`src/rtl/gtraj_pkg.sv`:
```
package gtraj_pkg;

  localparam int SMP_W = 5;
  localparam int N_SMP = 32;
  localparam int MAG_W = 10;
  localparam int PEAK  = 512;

  typedef struct packed {
    logic page;  // 1: ramp page, 0: bump page
    logic rev;   // read samples from last to first
    logic neg;   // negate the magnitude
    logic flat;  // constant full deviation, no table read
  } fold_t;

  // Single-transition curve, sample 0 at the bit edge.
  function automatic logic [MAG_W-1:0] ramp_val(input int unsigned i);
    logic [MAG_W-1:0] v;
    case (i)
      0:  v = 10'd0;    1:  v = 10'd30;   2:  v = 10'd60;   3:  v = 10'd90;
      4:  v = 10'd120;  5:  v = 10'd149;  6:  v = 10'd178;  7:  v = 10'd205;
      8:  v = 10'd232;  9:  v = 10'd257;  10: v = 10'd282;  11: v = 10'd305;
      12: v = 10'd327;  13: v = 10'd347;  14: v = 10'd366;  15: v = 10'd384;
      16: v = 10'd401;  17: v = 10'd416;  18: v = 10'd429;  19: v = 10'd442;
      20: v = 10'd453;  21: v = 10'd463;  22: v = 10'd472;  23: v = 10'd480;
      24: v = 10'd487;  25: v = 10'd493;  26: v = 10'd498;  27: v = 10'd502;
      28: v = 10'd506;  29: v = 10'd508;  30: v = 10'd510;  default: v = 10'd512;
    endcase
    return v;
  endfunction

  // Isolated-bit curve: first half stored, second half mirrored.
  function automatic logic [MAG_W-1:0] bump_val(input int unsigned i);
    int unsigned j;
    logic [MAG_W-1:0] v;
    j = (i < 16) ? i : 31 - i;
    case (j)
      0:  v = 10'd0;    1:  v = 10'd26;   2:  v = 10'd51;   3:  v = 10'd77;
      4:  v = 10'd102;  5:  v = 10'd123;  6:  v = 10'd148;  7:  v = 10'd169;
      8:  v = 10'd184;  9:  v = 10'd200;  10: v = 10'd215;  11: v = 10'd230;
      12: v = 10'd241;  13: v = 10'd246;  14: v = 10'd251;  default: v = 10'd256;
    endcase
    return v;
  endfunction

endpackage

```
`src/rtl/gtraj_tribit.sv`:
```
module gtraj_tribit #(
  parameter int SMP_W = gtraj_pkg::SMP_W
) (
  input  logic             clk,
  input  logic             rst,
  input  logic             bit_vld_i,
  input  logic             bit_i,
  input  logic             smp_tick_i,
  output logic [SMP_W-1:0] cnt_o,
  output logic [2:0]       hist_o,   // {previous, current, next}
  output logic             bit_req_o
);
  localparam logic [SMP_W-1:0] LAST = '1;

  logic stage_q;

  always_ff @(posedge clk) begin
    if (rst) begin
      stage_q   <= 1'b1;
      hist_o    <= 3'b111;
      cnt_o     <= '0;
      bit_req_o <= 1'b0;
    end else begin
      bit_req_o <= 1'b0;
      if (bit_vld_i) stage_q <= bit_i;
      if (smp_tick_i) begin
        if (cnt_o == LAST) begin
          cnt_o     <= '0;
          hist_o    <= {hist_o[1], hist_o[0], stage_q};
          bit_req_o <= 1'b1;
        end else begin
          cnt_o <= cnt_o + 1'b1;
        end
      end
    end
  end
endmodule

```
`src/rtl/gtraj_fold.sv`:
```
module gtraj_fold #(
  parameter int SMP_W = gtraj_pkg::SMP_W
) (
  input  logic [2:0]         hist_i,
  input  logic [SMP_W-1:0]   cnt_i,
  output gtraj_pkg::fold_t   ctl_o,
  output logic [SMP_W:0]     addr_o
);
  logic [2:0]       folded;
  logic [SMP_W-1:0] idx;

  always_comb begin
    folded     = hist_i[1] ? hist_i : ~hist_i;
    ctl_o.flat = folded[2] & folded[0];
    ctl_o.page = folded[2] ^ folded[0];
    ctl_o.rev  = folded[2];
    ctl_o.neg  = ~hist_i[1];
    idx        = ctl_o.rev ? ~cnt_i : cnt_i;
    addr_o     = {ctl_o.page, idx};
  end
endmodule

```
`src/rtl/gtraj_rom.sv`:
```
module gtraj_rom #(
  parameter int SMP_W = gtraj_pkg::SMP_W,
  parameter int MAG_W = gtraj_pkg::MAG_W
) (
  input  logic             clk,
  input  logic [SMP_W:0]   addr_i,
  output logic [MAG_W-1:0] data_o
);
  localparam int N_SMP = 1 << SMP_W;
  localparam int DEPTH = 2 * N_SMP;

  logic [MAG_W-1:0] mem [DEPTH];

  initial begin
    for (int i = 0; i < DEPTH; i++) begin
      if (i >= N_SMP) mem[i] = MAG_W'(gtraj_pkg::ramp_val(i - N_SMP));
      else            mem[i] = MAG_W'(gtraj_pkg::bump_val(i));
    end
  end

  always_ff @(posedge clk) data_o <= mem[addr_i];
endmodule

```
`src/rtl/gtraj_gen.sv`:
```
module gtraj_gen #(
  parameter int SMP_W = gtraj_pkg::SMP_W,
  parameter int MAG_W = gtraj_pkg::MAG_W,
  parameter int PEAK  = gtraj_pkg::PEAK,
  localparam int OFS_W = MAG_W + 1
) (
  input  logic                    clk,
  input  logic                    rst,
  input  logic                    bit_vld_i,
  input  logic                    bit_i,
  input  logic                    smp_tick_i,
  output logic signed [OFS_W-1:0] offset_o,
  output logic                    bit_req_o
);
  localparam logic [MAG_W-1:0] PEAK_C = MAG_W'(PEAK);

  logic [SMP_W-1:0] cnt_q;
  logic [2:0]       hist_q;
  gtraj_pkg::fold_t ctl;
  logic [SMP_W:0]   rom_addr;
  logic [MAG_W-1:0] rom_q;
  logic             flat_q, neg_q;
  logic [MAG_W-1:0] mag;

  gtraj_tribit #(.SMP_W(SMP_W)) u_tribit (
    .clk(clk), .rst(rst), .bit_vld_i(bit_vld_i), .bit_i(bit_i),
    .smp_tick_i(smp_tick_i), .cnt_o(cnt_q), .hist_o(hist_q),
    .bit_req_o(bit_req_o)
  );

  gtraj_fold #(.SMP_W(SMP_W)) u_fold (
    .hist_i(hist_q), .cnt_i(cnt_q), .ctl_o(ctl), .addr_o(rom_addr)
  );

  gtraj_rom #(.SMP_W(SMP_W), .MAG_W(MAG_W)) u_rom (
    .clk(clk), .addr_i(rom_addr), .data_o(rom_q)
  );

  // Control flags travel alongside the table read.
  always_ff @(posedge clk) begin
    if (rst) begin
      flat_q <= 1'b1;
      neg_q  <= 1'b0;
    end else begin
      flat_q <= ctl.flat;
      neg_q  <= ctl.neg;
    end
  end

  assign mag = flat_q ? PEAK_C : rom_q;

  always_ff @(posedge clk) begin
    if (rst) offset_o <= $signed({1'b0, PEAK_C});
    else if (neg_q) offset_o <= -$signed({1'b0, mag});
    else offset_o <= $signed({1'b0, mag});
  end
endmodule

```
`config.mk`:
```
export PLATFORM = sky130hd
export DESIGN_NAME = gtraj_gen
export DESIGN_NICKNAME = d
export VERILOG_FILES = /design/src/rtl/gtraj_pkg.sv /design/src/rtl/gtraj_tribit.sv /design/src/rtl/gtraj_fold.sv /design/src/rtl/gtraj_rom.sv /design/src/rtl/gtraj_gen.sv
export SDC_FILE = /design/constraint.sdc
export NUM_CORES = 1
export LEC_CHECK = 0
export BUFFER_PORTS_ARGS = -buffer_cell sky130_fd_sc_hd__buf_2
export CELL_PAD_IN_SITES_DETAIL_PLACEMENT = 0
export CELL_PAD_IN_SITES_GLOBAL_PLACEMENT = 2
export CORE_MARGIN = 2
export CORE_UTILIZATION = 35
export DETAILED_ROUTE_END_ITERATION = 6
export PLACE_DENSITY_LB_ADDON = 0.1
export SKIP_CTS_REPAIR_TIMING = 1
export SLEW_MARGIN = 30
export SYNTH_ARGS = -nofsm -noshare
export SYNTH_HDL_FRONTEND = slang
export SYNTH_SLANG_ARGS = --single-unit
```
`constraint.sdc`:
```
create_clock -name clk -period 3.3 [get_ports clk]
set_input_delay 0.495 -clock clk [delete_from_list [all_inputs] [get_ports clk]]
set_output_delay 0.495 -clock clk [all_outputs]
set_load 0.02 [all_outputs]
```
==> results.cfg <==
[synth]
synth-simple-area-share_pct = 30.3
synth-compound-area-share_pct = 31.3
ys_types = 67
yosys_warnings = 0
yosys-mux-area-fraction_pct = 2.11
synth.ff_latch_count = 33
count_of_flip_flops_with_a_built_in_enable_after_synthesis = 0
synthesis.area_mm2 = 0.00290
synth.yosys.seq_area_share_pct = 22.8
synth-async-reset-ratio_pct = 0
dominantRegCellSynth = sky130_fd_sc_hd__dfxtp_1
netlist_instances = 412
combinational_family_with_the_most_area_after_synthesis = compound AO/OA/AOI/OAI gates
synth-xor-area-share_pct = 4.48
synth.net_count = 421
syn-mean-instance-area_um2 = 7.05
synth-adder-area-share_pct = 1.72

[global_route]
first_global_vias = 2822
antenna_found_initial = 0
groute.usage.overall_pct = 22.4
grt_remaining_overflow = 0
grt_max_degree = 44
grt_first_pass_wirelength_mm = 15.7

[sta]
worst_pin_slew_ns = 0.613
hold_viol_final = 0
period_share_pct = 74.0
final_max_slew_viol_count = 0
maxClockFrequency_ghz = 0.410
max-slew-margin-rel_pct = 59.1
final-setup-viol-count = 0
rsz0062_at_grt = false
final.setup_skew_ns = 0.00852
post_layout_min_period_ns = 2.44
setup_tns_ns = 0

[die]
start_util_pct = 35.7
die_height_um = 95.1
die_area_mm2 = 0.00904
floorplan.rows = 33
placeableCoreArea_mm2 = 0.00813
ios = 17
die_width_um = 95.1

[run_status]
run_status = finished, final reports clean

[critical_path]
timing.critical_path.max_delay_family = simple AND/OR/NAND/NOR gates
cp_num_buf_inv = 2
endpoint_kind = flip-flop
r2r-end = u_rom.data_o[0]
timing.critical_path.from_type = flip-flop
worst-r2r-setup-slack_ns = 0.86
cp.arrival_ns = 2.61
crit_path_cell_trace = xor2_4 -> inv_2 -> ha_1 -> buf_4 -> or4b_2 -> a21oi_1 -> nor2_1 -> a32oi_1 -> o21ai_0
cp_data_required_time_ns = 3.47
critical_path.max_fanout = 16
critPathMaxStageDelay_ns = 0.60
regToRegStartpoint = u_tribit.hist_o[1]
crit_type = flip-flop to flip-flop
rr_worst_depth = 9
timing.critical_path.slowest_stage_cell = sky130_fd_sc_hd__or4b_2

[flow_run]
max_cap_viol_count = 0

[detailed_routing]
num_vias = 3157
drt_iter0_drc = 238
drc = 0
drt_wl_total_mm = 9.59
wl_per_cell_um = 18.7
dr.pass1.iters = 5
detail_route.vias_per_cell = 6.15
antenna_left = 0

[clock_network]
clkSinkCount = 33
tritoncts = done
htree_levels = 2
cts-root-buf = sky130_fd_sc_hd__clkbuf_8
cts_inserted_buffers = 5
max-clock-path-buffers = 2
clk_transition_reported_paths_ns = 0.08
worst_skew_pair.late_latency_ns = 0.29

[layout]
drive_gt1_share_pct = 12.7
design_area_mm2 = 0.00316
nNetsFinal = 417
number_of_inserted_diodes = 0
post_layout_nonfiller_instances = 513
area_growth_syn_to_layout_pct = 8.97

[hold_path]
hold-path-endpoint = u_tribit.stage_q
hold_class = input pin to flip-flop
worst_hold_startpoint = bit_i
holdPathStages = 2

[place]
placed_cells = 506
dp_hpwl_mm = 6.52
routabilityCongestion = 0.858
dpl_cell_area_mm2 = 0.00307
port-buffer-count = 16

[power_and_ir_drop]
p_leak_nw = 1.15
ir_worst_vdd_uv = 134
power.total_uw = 908
powerDensity_mw_per_mm2 = 287
-- worst max path at each step --
stage          depth (start not counted)                from         endpoint
5_1_grt                                9  u_tribit.hist_o[1]  u_rom.data_o[0]
6_report                               9  u_tribit.hist_o[1]  u_rom.data_o[0]
3_5_place_dp                           9  u_tribit.hist_o[1]  u_rom.data_o[0]
3_3_place_gp                           9  u_tribit.hist_o[1]  u_rom.data_o[0]
2_1_floorplan                         11  u_tribit.hist_o[1]  u_rom.data_o[2]
4_1_cts                                9  u_tribit.hist_o[1]  u_rom.data_o[0]
-- flip-flops by register name (all words and copies together) (netlist names) --
register            cells
u_tribit.bit_req_o      1
offset_o               11
u_tribit.cnt_o          5
flat_q                  1
u_tribit.hist_o         3
u_rom.data_o           10
u_tribit.stage_q        1
neg_q                   1
-- synthesized netlist by cell type (all sizes together) (6+ instances only) --
| master | number | area, um2 |
|---|---|---|
| xnor2 | 8 | 70.1 |
| buf | 13 | 63.8 |
| o21ai | 38 | 190 |
| inv | 7 | 26.3 |
| dfxtp | 33 | 661 |
| a211oi | 7 | 52.6 |
| o22ai | 6 | 37.5 |
| and3 | 7 | 43.8 |
| a21oi | 21 | 105 |
| nand2b | 9 | 56.3 |
| nor2 | 41 | 154 |
| xor2 | 6 | 60.1 |
| o211ai | 7 | 52.6 |
| nor2b | 13 | 81.3 |
| nand2 | 28 | 105 |
| nand3 | 20 | 100 |
| nor3 | 18 | 90.1 |
| a311oi | 6 | 52.6 |
| clkbuf | 31 | 116 |
-- metal layers --
| metal | track usage, % | wire, um |
|---|---|---|
| met2 | 34.6 | 4470 |
| met3 | 4.27 | 636 |
| met4 | 4.59 | 112 |
| met5 | 0 | 0 |
| met1 | 32.3 | 4370 |
-- through the flow --
stage | hold slack (ns) | utilization (%) | setup WS (ns)
floorplan | 0.472 | - | 0.521
finish | 0.415 | 38.9 | 0.859
global placement | 0.513 | 37.8 | 0.907
CTS | 0.411 | 38.9 | 0.860
global route | 0.410 | 38.9 | 0.736
detailed placement | 0.524 | 37.8 | 0.859
-- power breakdown --
part / total, mW / switching (mW) / leakage (nW) / internal (mW)
registers: 0.420 / 0.0115 / 0.268 / 0.409
clock network: 0.324 / 0.159 / 0.0433 / 0.165
logic: 0.164 / 0.102 / 0.835 / 0.0620
total: 0.908 / 0.273 / 1.15 / 0.636
-- worst register-to-register path, stage by stage, from the launching register on --
cell,delay (ns)
sky130_fd_sc_hd__dfxtp_1,0.49
sky130_fd_sc_hd__xor2_4,0.18
sky130_fd_sc_hd__inv_2,0.05
sky130_fd_sc_hd__ha_1,0.27
sky130_fd_sc_hd__buf_4,0.20
sky130_fd_sc_hd__or4b_2,0.61
sky130_fd_sc_hd__a21oi_1,0.18
sky130_fd_sc_hd__nor2_1,0.08
sky130_fd_sc_hd__a32oi_1,0.17
sky130_fd_sc_hd__o21ai_0,0.11
-- cell families after synthesis --
logic type	after synthesis
xor gates and xnor gates	14
adders and majority gates	4
and+or+nand+nor	170
muxes	6
AOI/OAI and AO/OA	133
buffers and inverters	52
DFF	33
-- placed cells by master (no fill, tap or decap), drive strengths merged, types with 5 or more instances in the layout --
master and n:
and3 7, o22ai 6, o211ai 7, nand2b 9, nor3 18, xor2 6
mux2i 5, nor2 41, buf 33, inv 7, clkbuf 6, a311oi 6
nand4 5, xnor2 8, nor2b 13, o21ai 38, a211oi 7, nor4 5
a31oi 5, dfxtp 33, nand2 28, nand3 20, a21oi 21
-- cell type report --
type	count	area, um2
fillers	860	4970
clock inverters	1	7.51
flip-flops and latches	33	661
clock buffers	6	82.6
inverters	8	30.0
well taps	105	131
repair buffers	33	208
multi-input cells	327	2040
(Power assumes the default switching activity.)
